$ cat config.mk
export PLATFORM = sky130hd
export DESIGN_NAME = dr_mixcol
export DESIGN_NICKNAME = d
export VERILOG_FILES = /design/src/rtl/dr_pkg.sv /design/src/rtl/dr_xor2.sv /design/src/rtl/dr_xtime.sv /design/src/rtl/dr_mix_lane.sv /design/src/rtl/dr_mixcol.sv
export SDC_FILE = /design/constraint.sdc
export NUM_CORES = 1
export LEC_CHECK = 0
export ABC_AREA = 1
export BUFFER_PORTS_ARGS = -buffer_cell sky130_fd_sc_hd__buf_2
export CAP_MARGIN = 20
export CORE_MARGIN = 2
export CORE_UTILIZATION = 40
export DETAILED_ROUTE_END_ITERATION = 16
export PLACE_DENSITY = 0.62
export SYNTH_ARGS = -nofsm -noshare
export SYNTH_HDL_FRONTEND = slang
export SYNTH_HIERARCHICAL = 1
export SYNTH_SLANG_ARGS = --single-unit
$ cat constraint.sdc
create_clock -name vclk -period 0.8
set_input_delay 0.08 -clock vclk [all_inputs]
set_output_delay 0.08 -clock vclk [all_outputs]
set_load 0.01 [all_outputs]
$ cat src/rtl/dr_pkg.sv
package dr_pkg;
    localparam int BYTE_W    = 8;
    localparam int COL_BYTES = 4;
    localparam int COL_W     = BYTE_W * COL_BYTES;

    typedef struct packed {
        logic [BYTE_W-1:0] t;
        logic [BYTE_W-1:0] f;
    } dr_byte_t;
endpackage

$ cat src/rtl/dr_xor2.sv
// Bitwise dual-rail XOR built only from AND/OR terms.
module dr_xor2 #(
    parameter int W = 8
) (
    input  logic [W-1:0] a_t,
    input  logic [W-1:0] a_f,
    input  logic [W-1:0] b_t,
    input  logic [W-1:0] b_f,
    output logic [W-1:0] y_t,
    output logic [W-1:0] y_f
);
    for (genvar i = 0; i < W; i++) begin : g_bit
        assign y_t[i] = (a_t[i] & b_f[i]) | (a_f[i] & b_t[i]);
        assign y_f[i] = (a_f[i] | b_t[i]) & (a_t[i] | b_f[i]);
    end
endmodule

$ cat src/rtl/dr_xtime.sv
// Dual-rail multiply by 02 in GF(2^8); only bits 4, 3 and 1 need a XOR.
module dr_xtime
    import dr_pkg::*;
(
    input  dr_byte_t x,
    output dr_byte_t y
);
    localparam int NX = 3;
    logic [NX-1:0] lo_t, lo_f, hi_t, hi_f, r_t, r_f;

    assign lo_t = {x.t[3], x.t[2], x.t[0]};
    assign lo_f = {x.f[3], x.f[2], x.f[0]};
    assign hi_t = {NX{x.t[7]}};
    assign hi_f = {NX{x.f[7]}};

    dr_xor2 #(.W(NX)) u_fold (
        .a_t(lo_t), .a_f(lo_f), .b_t(hi_t), .b_f(hi_f),
        .y_t(r_t),  .y_f(r_f)
    );

    assign y.t = {x.t[6], x.t[5], x.t[4], r_t[2], r_t[1], x.t[1], r_t[0], x.t[7]};
    assign y.f = {x.f[6], x.f[5], x.f[4], r_f[2], r_f[1], x.f[1], r_f[0], x.f[7]};
endmodule

$ cat src/rtl/dr_mix_lane.sv
// One output byte: 02*s0 ^ 03*s1 ^ s2 ^ s3, as 02*s0 ^ 02*s1 ^ s1 ^ s2 ^ s3.
module dr_mix_lane
    import dr_pkg::*;
(
    input  dr_byte_t s0,
    input  dr_byte_t s1,
    input  dr_byte_t s2,
    input  dr_byte_t s3,
    output dr_byte_t y
);
    dr_byte_t d0, d1, p, q, r;

    dr_xtime u_dbl0 (.x(s0), .y(d0));
    dr_xtime u_dbl1 (.x(s1), .y(d1));

    dr_xor2 #(.W(BYTE_W)) u_x_p (
        .a_t(d0.t), .a_f(d0.f), .b_t(d1.t), .b_f(d1.f), .y_t(p.t), .y_f(p.f)
    );
    dr_xor2 #(.W(BYTE_W)) u_x_q (
        .a_t(s1.t), .a_f(s1.f), .b_t(s2.t), .b_f(s2.f), .y_t(q.t), .y_f(q.f)
    );
    dr_xor2 #(.W(BYTE_W)) u_x_r (
        .a_t(p.t), .a_f(p.f), .b_t(q.t), .b_f(q.f), .y_t(r.t), .y_f(r.f)
    );
    dr_xor2 #(.W(BYTE_W)) u_x_y (
        .a_t(r.t), .a_f(r.f), .b_t(s3.t), .b_f(s3.f), .y_t(y.t), .y_f(y.f)
    );
endmodule

$ cat src/rtl/dr_mixcol.sv
module dr_mixcol
    import dr_pkg::*;
(
    input  logic [31:0] col_t,
    input  logic [31:0] col_f,
    output logic [31:0] mix_t,
    output logic [31:0] mix_f
);
    dr_byte_t in_b  [COL_BYTES];
    dr_byte_t out_b [COL_BYTES];

    for (genvar m = 0; m < COL_BYTES; m++) begin : g_lane
        assign in_b[m].t = col_t[m*BYTE_W +: BYTE_W];
        assign in_b[m].f = col_f[m*BYTE_W +: BYTE_W];

        dr_mix_lane u_lane (
            .s0(in_b[m]),
            .s1(in_b[(m+1) % COL_BYTES]),
            .s2(in_b[(m+2) % COL_BYTES]),
            .s3(in_b[(m+3) % COL_BYTES]),
            .y (out_b[m])
        );

        assign mix_t[m*BYTE_W +: BYTE_W] = out_b[m].t;
        assign mix_f[m*BYTE_W +: BYTE_W] = out_b[m].f;
    end
endmodule

==> results of run 1 <==
==> worst min path at each step <==
stage / end / slack [ns]
6_report: mix_t[22] / 0.46
5_1_grt: mix_t[22] / 0.48
4_1_cts: mix_t[22] / 0.46
3_5_place_dp: mix_t[24] / 0.54
3_3_place_gp: mix_t[8] / 0.53
2_1_floorplan: mix_t[0] / 0.27
==> cells in the final DEF, fill, tap and decap left out <==
master    Yosys  final
nand2_1     456    394
nor2_1      456    309
nor2_2        0     93
buf_4        80     73
buf_2         0     63
nor2_4        0     54
nand2_2       0     48
buf_12        0     44
buf_6         0     34
buf_8         0     25
buf_16        0     19
nand2_4       0     14
clkbuf_4      0      5
clkbuf_2      0      1
==> synth_stat cells <==
cell and count:
buf_4 80, nand2_1 456, nor2_1 456
==> repair_timing <==
item,in CTS,in global routing
pin swaps,217,198
buffers inserted,27,18
cloned,20,0
endpoints found under the hold margin,0,0
resized for setup,301,195
setup endpoints to repair,64,64
==> worst max-delay path: cells and delay by family <==
| family | cells | cell delay [ns] |
|---|---|---|
| AND/OR/NAND/NOR | 8 | 0.74 |
| buffers and inverters | 3 | 0.38 |
==> stage by stage <==
step	instances	area (um2)	TNS, ns	total power (W)	hold WS [ns]
4_1_cts	1294	6780	-18.46	0.00471	0.458
2_1_floorplan	992	4170	0	0.00236	0.271
3_5_place_dp	1249	5080	-23.92	0.00372	0.541
5_1_grt	1309	7520	-24.89	0.00589	0.478
6_report	1309	7520	-20.04	0.00545	0.461
3_3_place_gp	1249	5080	-22.88	0.00367	0.529
==> power groups by stage <==
stage                     Sequential (W)  Clock [W]  Combinational, W
after floorplan                        0          0           0.00236
after global placement                 0          0           0.00367
after detailed placement               0          0           0.00372
after CTS                              0          0           0.00471
after global routing                   0          0           0.00589
final                                  0          0           0.00545
==> cells by family (layout without fill, tap and decap cells) <==
logic type	Yosys count	after routing	synth area share
buffers and inverters	80	264	0.149
AND/OR/NAND/NOR	912	912	0.851
==> final cells by class <==
class | instances | area share
repair buffers | 264 | 0.408
multi-input cells | 912 | 0.570
well taps | 133 | 0.0221
==> metal layers <==
layer,vias up,GRT usage
met3,93,0.0282
met4,0,0.0820
met5,-,0
met2,374,0.488
met1,3005,0.350
li1,3294,-
==> reports/qor_table.md, run 1 <==
| Result | Value | Unit |
|---|---|---|
| Row cnt | 36 | - |
| Antenna Cells | 0 | - |
| Result of the run | finished with violations | - |
| Instance count of the mapped netlist | 992 | - |
| Number of setup violations in the final report | 64 | - |
| Global-route congestion overflow total | 0 | - |
| First-pass DRT Iterations | 5 | - |
| Number of buffers inserted for hold repair after clock tree synthesis | 0 | - |
| Final Max Tran Viols | 0 | - |
| Reported net switching power | 0.00289 | W |
| Library cell occupying the most area in the post-synthesis netlist | nand2_1 | - |
| Largest net degree at the start of global routing | 15 | - |
| Type of origin of the critical path | input port | - |
| Synthesis-to-finish area growth | 86.9 | % |
| Fill cell count | 702 | - |
| Synthesized netlist net count | 1056 | - |
| Share of layout cells above drive strength 1 | 0.402 | - |
| CP Cell Sequence | buf_12 -> buf_12 -> nor2_4 -> nor2_2 -> nor2_1 -> nor2_1 -> nor2_1 -> nor2_1 -> nand2_1 -> nand2_1 -> buf_2 | - |
| Initial cell density of the core | 0.412 | - |
| Most used cell along the critical path | nor2_1 | - |
| Detailed-placement wirelength estimate | 9.45 | mm |
| Crit path kind | in -> out | - |
| Vias per cell | 5.17 | - |
| Leak pwr | 3.99 | nW |
| Smallest setup slack after layout | -0.502 | ns |
| Wire length on met3 | 1.45 | mm |
| Switching part of the total power | 0.531 | - |
| Global-route wire length before repair | 25.7 | mm |
| Number of nets at the end of the flow | 1242 | - |
| FFs & Latches | 0 | - |
| Average size of a mapped cell | 4.06 | um2 |
| Launch instance of the worst min-delay path | col_t[14] | - |
| Slowest stage delay, CP | 0.14 | ns |
| Detailed-route wire length on metal 1 | 6.99 | mm |
| Netlist Area Pre-Place | 0.00402 | mm2 |
| DRC Markers | 0 | - |
| DR WL met2 | 9.04 | mm |
| Total area of multi-input combinational cells | 0.00429 | mm2 |
| Top cells by area in the synthesized netlist | nand2_1 43%, nor2_1 43%, buf_4 15% | - |
| Detail Route Antenna Nets | 0 | - |
| Arrival time of data at the critical path endpoint | 1.22 | ns |
| Highest signal layer in the routed design | met4 | - |
| Area occupied by registers | 0 | um2 |
| Buffers added on ports | 128 | - |
| Cell internal pwr | 0.00256 | W |
| End-of-flow core utilization | 0.769 | - |
| Capturing element type of the critical path | primary output | - |
| Worst setup path startpoint | col_f[7] | - |
| Avg WL per Cell | 14.0 | um |
| Pre-CTS WS | -0.525 | ns |
| Cell with the largest stage delay on the worst path | buf_12 | - |
| Sequential group share of total power | 0 | - |
| Max VDD drop | 440 | uV |
| Class of the tightest hold or removal check | in -> out | - |
| Logic pwr share | 1.000 | - |
| Vias in the first global route | 5618 | - |
| Clock power share | 0 | - |
| Top fanout value on the critical path | 6 | - |
| Violations in the final reports | negative setup slack | - |
| Global placement routability congestion | 0.883 | - |
| Via count | 6766 | - |
| Die Span X | 104 | um |
| Unrepaired setup endpoints after global routing | yes | - |
| Rel. slew slack | 0.865 | - |
| Core region area | 0.00977 | mm2 |
| Total global routing track utilization | 0.276 | - |
| Total wire length | 18.3 | mm |
| MaxCap Viol Count | 0 | - |
| Number of antenna violations at the first check in global routing | 0 | - |
| Worst Hold Depth | 4 | - |
| # clk buffers | 0 | - |
| Slew @ Worst Pin | 0.201 | ns |
| Fraction of post-synthesis cell area in the top cell type by area | 0.425 | - |
| Vertical extent of the die | 104 | um |
| Shortest period the worst path allows | 1.30 | ns |
| Final Hold Vio Count | 0 | - |
| Data required time at the worst endpoint | 0.72 | ns |
| First DRT Iteration DRCs | 506 | - |
| I/O pin cnt | 128 | - |
| Ratio of final minimum period to clock period | 1.63 | - |
| Total of warnings raised by yosys | 6 | - |
| Die area | 0.0109 | mm2 |
| Max Fclk | 768 | MHz |
| Sequential cell area fraction in the yosys report | 0 | - |
| Worst setup endpoint | mix_t[28] | - |
| Power density over the cells | 725 | mW/mm2 |
| Distinct cell type count of the synthesized netlist | 3 | - |
Note: power is estimated with default switching activity, not from simulation.
==> run 2: changes to the inputs <==
==> constraint.sdc (replaced) <==
create_clock -name vclk -period 1.4
set_input_delay 0.14 -clock vclk [all_inputs]
set_output_delay 0.14 -clock vclk [all_outputs]
set_load 0.01 [all_outputs]
==> run 2 against run 1 <==
The flow now finishes without violations; largest power group unchanged; non-clock buffer count down 95; total power decreased by 62%; worst setup slack better by 0.55 ns; cell count fell by 7.3%; wire length decreased by 35%; design area is 35% lower; core utilization is 27 points lower; via count shrank 17%; clock-buffer cell count unchanged.
==> reports/qor_table.md, run 2 (same netlist as run 1, synthesis figures left out) <==
| Result | Value | Unit | Delta |
|---|---|---|---|
| Result of the run | finished clean | - |  |
| Vias per cell | 4.62 | - | -11% |
| # clk buffers | 0 | - | unchanged |
| Arrival time of data at the critical path endpoint | 1.21 | ns | about the same |
| Power density over the cells | 425 | mW/mm2 | -41% |
| Clock power share | 0 | - | unchanged |
| Global-route wire length before repair | 19.2 | mm | -25% |
| Buffers added on ports | 128 | - | unchanged |
| Number of nets at the end of the flow | 1147 | - | -7.6% |
| Initial cell density of the core | 0.412 | - | unchanged |
| Reported net switching power | 0.00125 | W | -57% |
| Shortest period the worst path allows | 1.35 | ns |  |
| Share of layout cells above drive strength 1 | 0.175 | - | -0.227 |
| Top fanout value on the critical path | 7 | - | +1 |
| Global placement routability congestion | 0.859 | - | -2.7% |
| Logic pwr share | 1.000 | - | about the same |
| Post-route total power | 0.00208 | W | -62% |
| Final Max Tran Viols | 0 | - | unchanged |
| FFs & Latches | 0 | - | unchanged |
| Global-route congestion overflow total | 0 | - | unchanged |
| First DRT Iteration DRCs | 360 | - | -29% |
| Leak pwr | 3.00 | nW | -25% |
| Unrepaired setup endpoints after global routing | yes | - |  |
| I/O pin cnt | 128 | - | unchanged |
| Avg WL per Cell | 9.72 | um | -30% |
| Total global routing track utilization | 0.196 | - | -0.0791 |
| Type of origin of the critical path | input port | - |  |
| Detail Route Antenna Nets | 0 | - | unchanged |
| Setup TNS | 0 | ns | +20.04 ns |
| Detailed-placement wirelength estimate | 9.07 | mm | -4.0% |
| Number of antenna violations at the first check in global routing | 0 | - | unchanged |
| Capturing element type of the critical path | primary output | - |  |
| Most frequent standard cell in the layout excluding fill and tap cells | nand2_1 | - |  |
| Synthesis-to-finish area growth | 21.3 | % |  |
| DRC Markers | 0 | - | unchanged |
| Area occupied by registers | 0 | um2 | unchanged |
| Final Hold Vio Count | 0 | - | unchanged |
| Antenna Cells | 0 | - | unchanged |
| Ratio of final minimum period to clock period | 0.965 | - |  |
| Worst Hold Slack | 0.653 | ns | +0.192 ns |
| CP Cell Sequence | clkbuf_4 -> nor2_1 -> nor2_1 -> nand2_1 -> nand2_1 -> nor2_1 -> nor2_1 -> nor2_1 -> nor2_1 -> buf_2 | - |  |
| Total wire length | 11.8 | mm | -35% |
| Cell internal pwr | 0.000830 | W | -68% |
| Most used cell along the critical path | nor2_1 | - |  |
| Switching part of the total power | 0.600 | - | +0.0695 |
| Vertical extent of the die | 104 | um | unchanged |
| Slowest stage delay, CP | 0.18 | ns | +0.04 ns |
| Die Span X | 104 | um | unchanged |
| Data required time at the worst endpoint | 1.26 | ns | +0.54 ns |
| Cell with the largest stage delay on the worst path | nor2_1 | - |  |
| Class of the tightest hold or removal check | in -> out | - |  |
| Slew @ Worst Pin | 0.196 | ns | -0.00536 ns |
| Max VDD drop | 296 | uV | -33% |
| Core region area | 0.00977 | mm2 | unchanged |
| Row cnt | 36 | - | unchanged |
| Rel. slew slack | 0.869 | - | +0.00407 |
| MaxCap Viol Count | 0 | - | unchanged |
| Via count | 5604 | - | -17% |
| Sequential group share of total power | 0 | - | unchanged |
| Largest net degree at the start of global routing | 16 | - | +1 |
| Crit path kind | in -> out | - |  |
| Max Fclk | 740 | MHz |  |
| First-pass DRT Iterations | 5 | - | unchanged |
| Die area | 0.0109 | mm2 | unchanged |
| Most frequent cells in the layout | 454 x nand2_1, 438 x nor2_1, 102 x buf_2, 39 x buf_4, 18 x nor2_2 | - |  |
| Vias in the first global route | 4404 | - | -22% |
| Number of setup violations in the final report | 0 | - | -100% |
run 2: power by group through the flow:
stage               clock network [W]  registers (W)  logic (W)
floorplan                           0              0    0.00130
global placement                    0              0    0.00192
detailed placement                  0              0    0.00194
CTS                                 0              0    0.00195
global route                        0              0    0.00236
finish                              0              0    0.00208
run 2: worst max-delay path, delay by kind of cell:
kind          cells  cell delay, ns
simple gates      8            0.77
buf+inv           2            0.29
run 2: layout make-up:
| type | count | area [um2] |
|---|---|---|
| fillers | 1115 | 4890 |
| multi-input cells | 912 | 3470 |
| repair buffers | 169 | 1240 |
| well taps | 133 | 166 |
run 2: metal layers:
| layer | vias up | routed length [um] | GRT usage |
|---|---|---|---|
| li1 | 3080 | - | - |
| met1 | 2378 | 5540 | 0.277 |
| met2 | 139 | 5620 | 0.350 |
| met3 | 7 | 600 | 0.00689 |
| met4 | 0 | 42 | 0.00290 |
| met5 | - | 0 | 0 |
run 2: final timing paths:
kind	cells after the start	from	to
max	10	col_f[16]	mix_f[17]
min	4	col_t[11]	mix_t[19]
run 2: repair_timing:
action | in CTS | in global routing
resized for setup | 8 | 75
setup buffers | 0 | 1
hold buffers | 0 | 0
cloned | 0 | 4
pin swaps | 0 | 58
setup endpoints to repair | 29 | 39
run 2: per-stage QoR:
stage / area, um2 / worst slack, ns / cells / util
after CTS: 4550 / 0.00284 / 1209 / 0.465
final: 4880 / 0.0489 / 1214 / 0.499
after global placement: 4530 / -0.0620 / 1209 / 0.463
after floorplan: 4020 / 0.421 / 992 / -
after global routing: 4880 / -0.0472 / 1214 / 0.499
after detailed placement: 4530 / -0.0813 / 1209 / 0.463
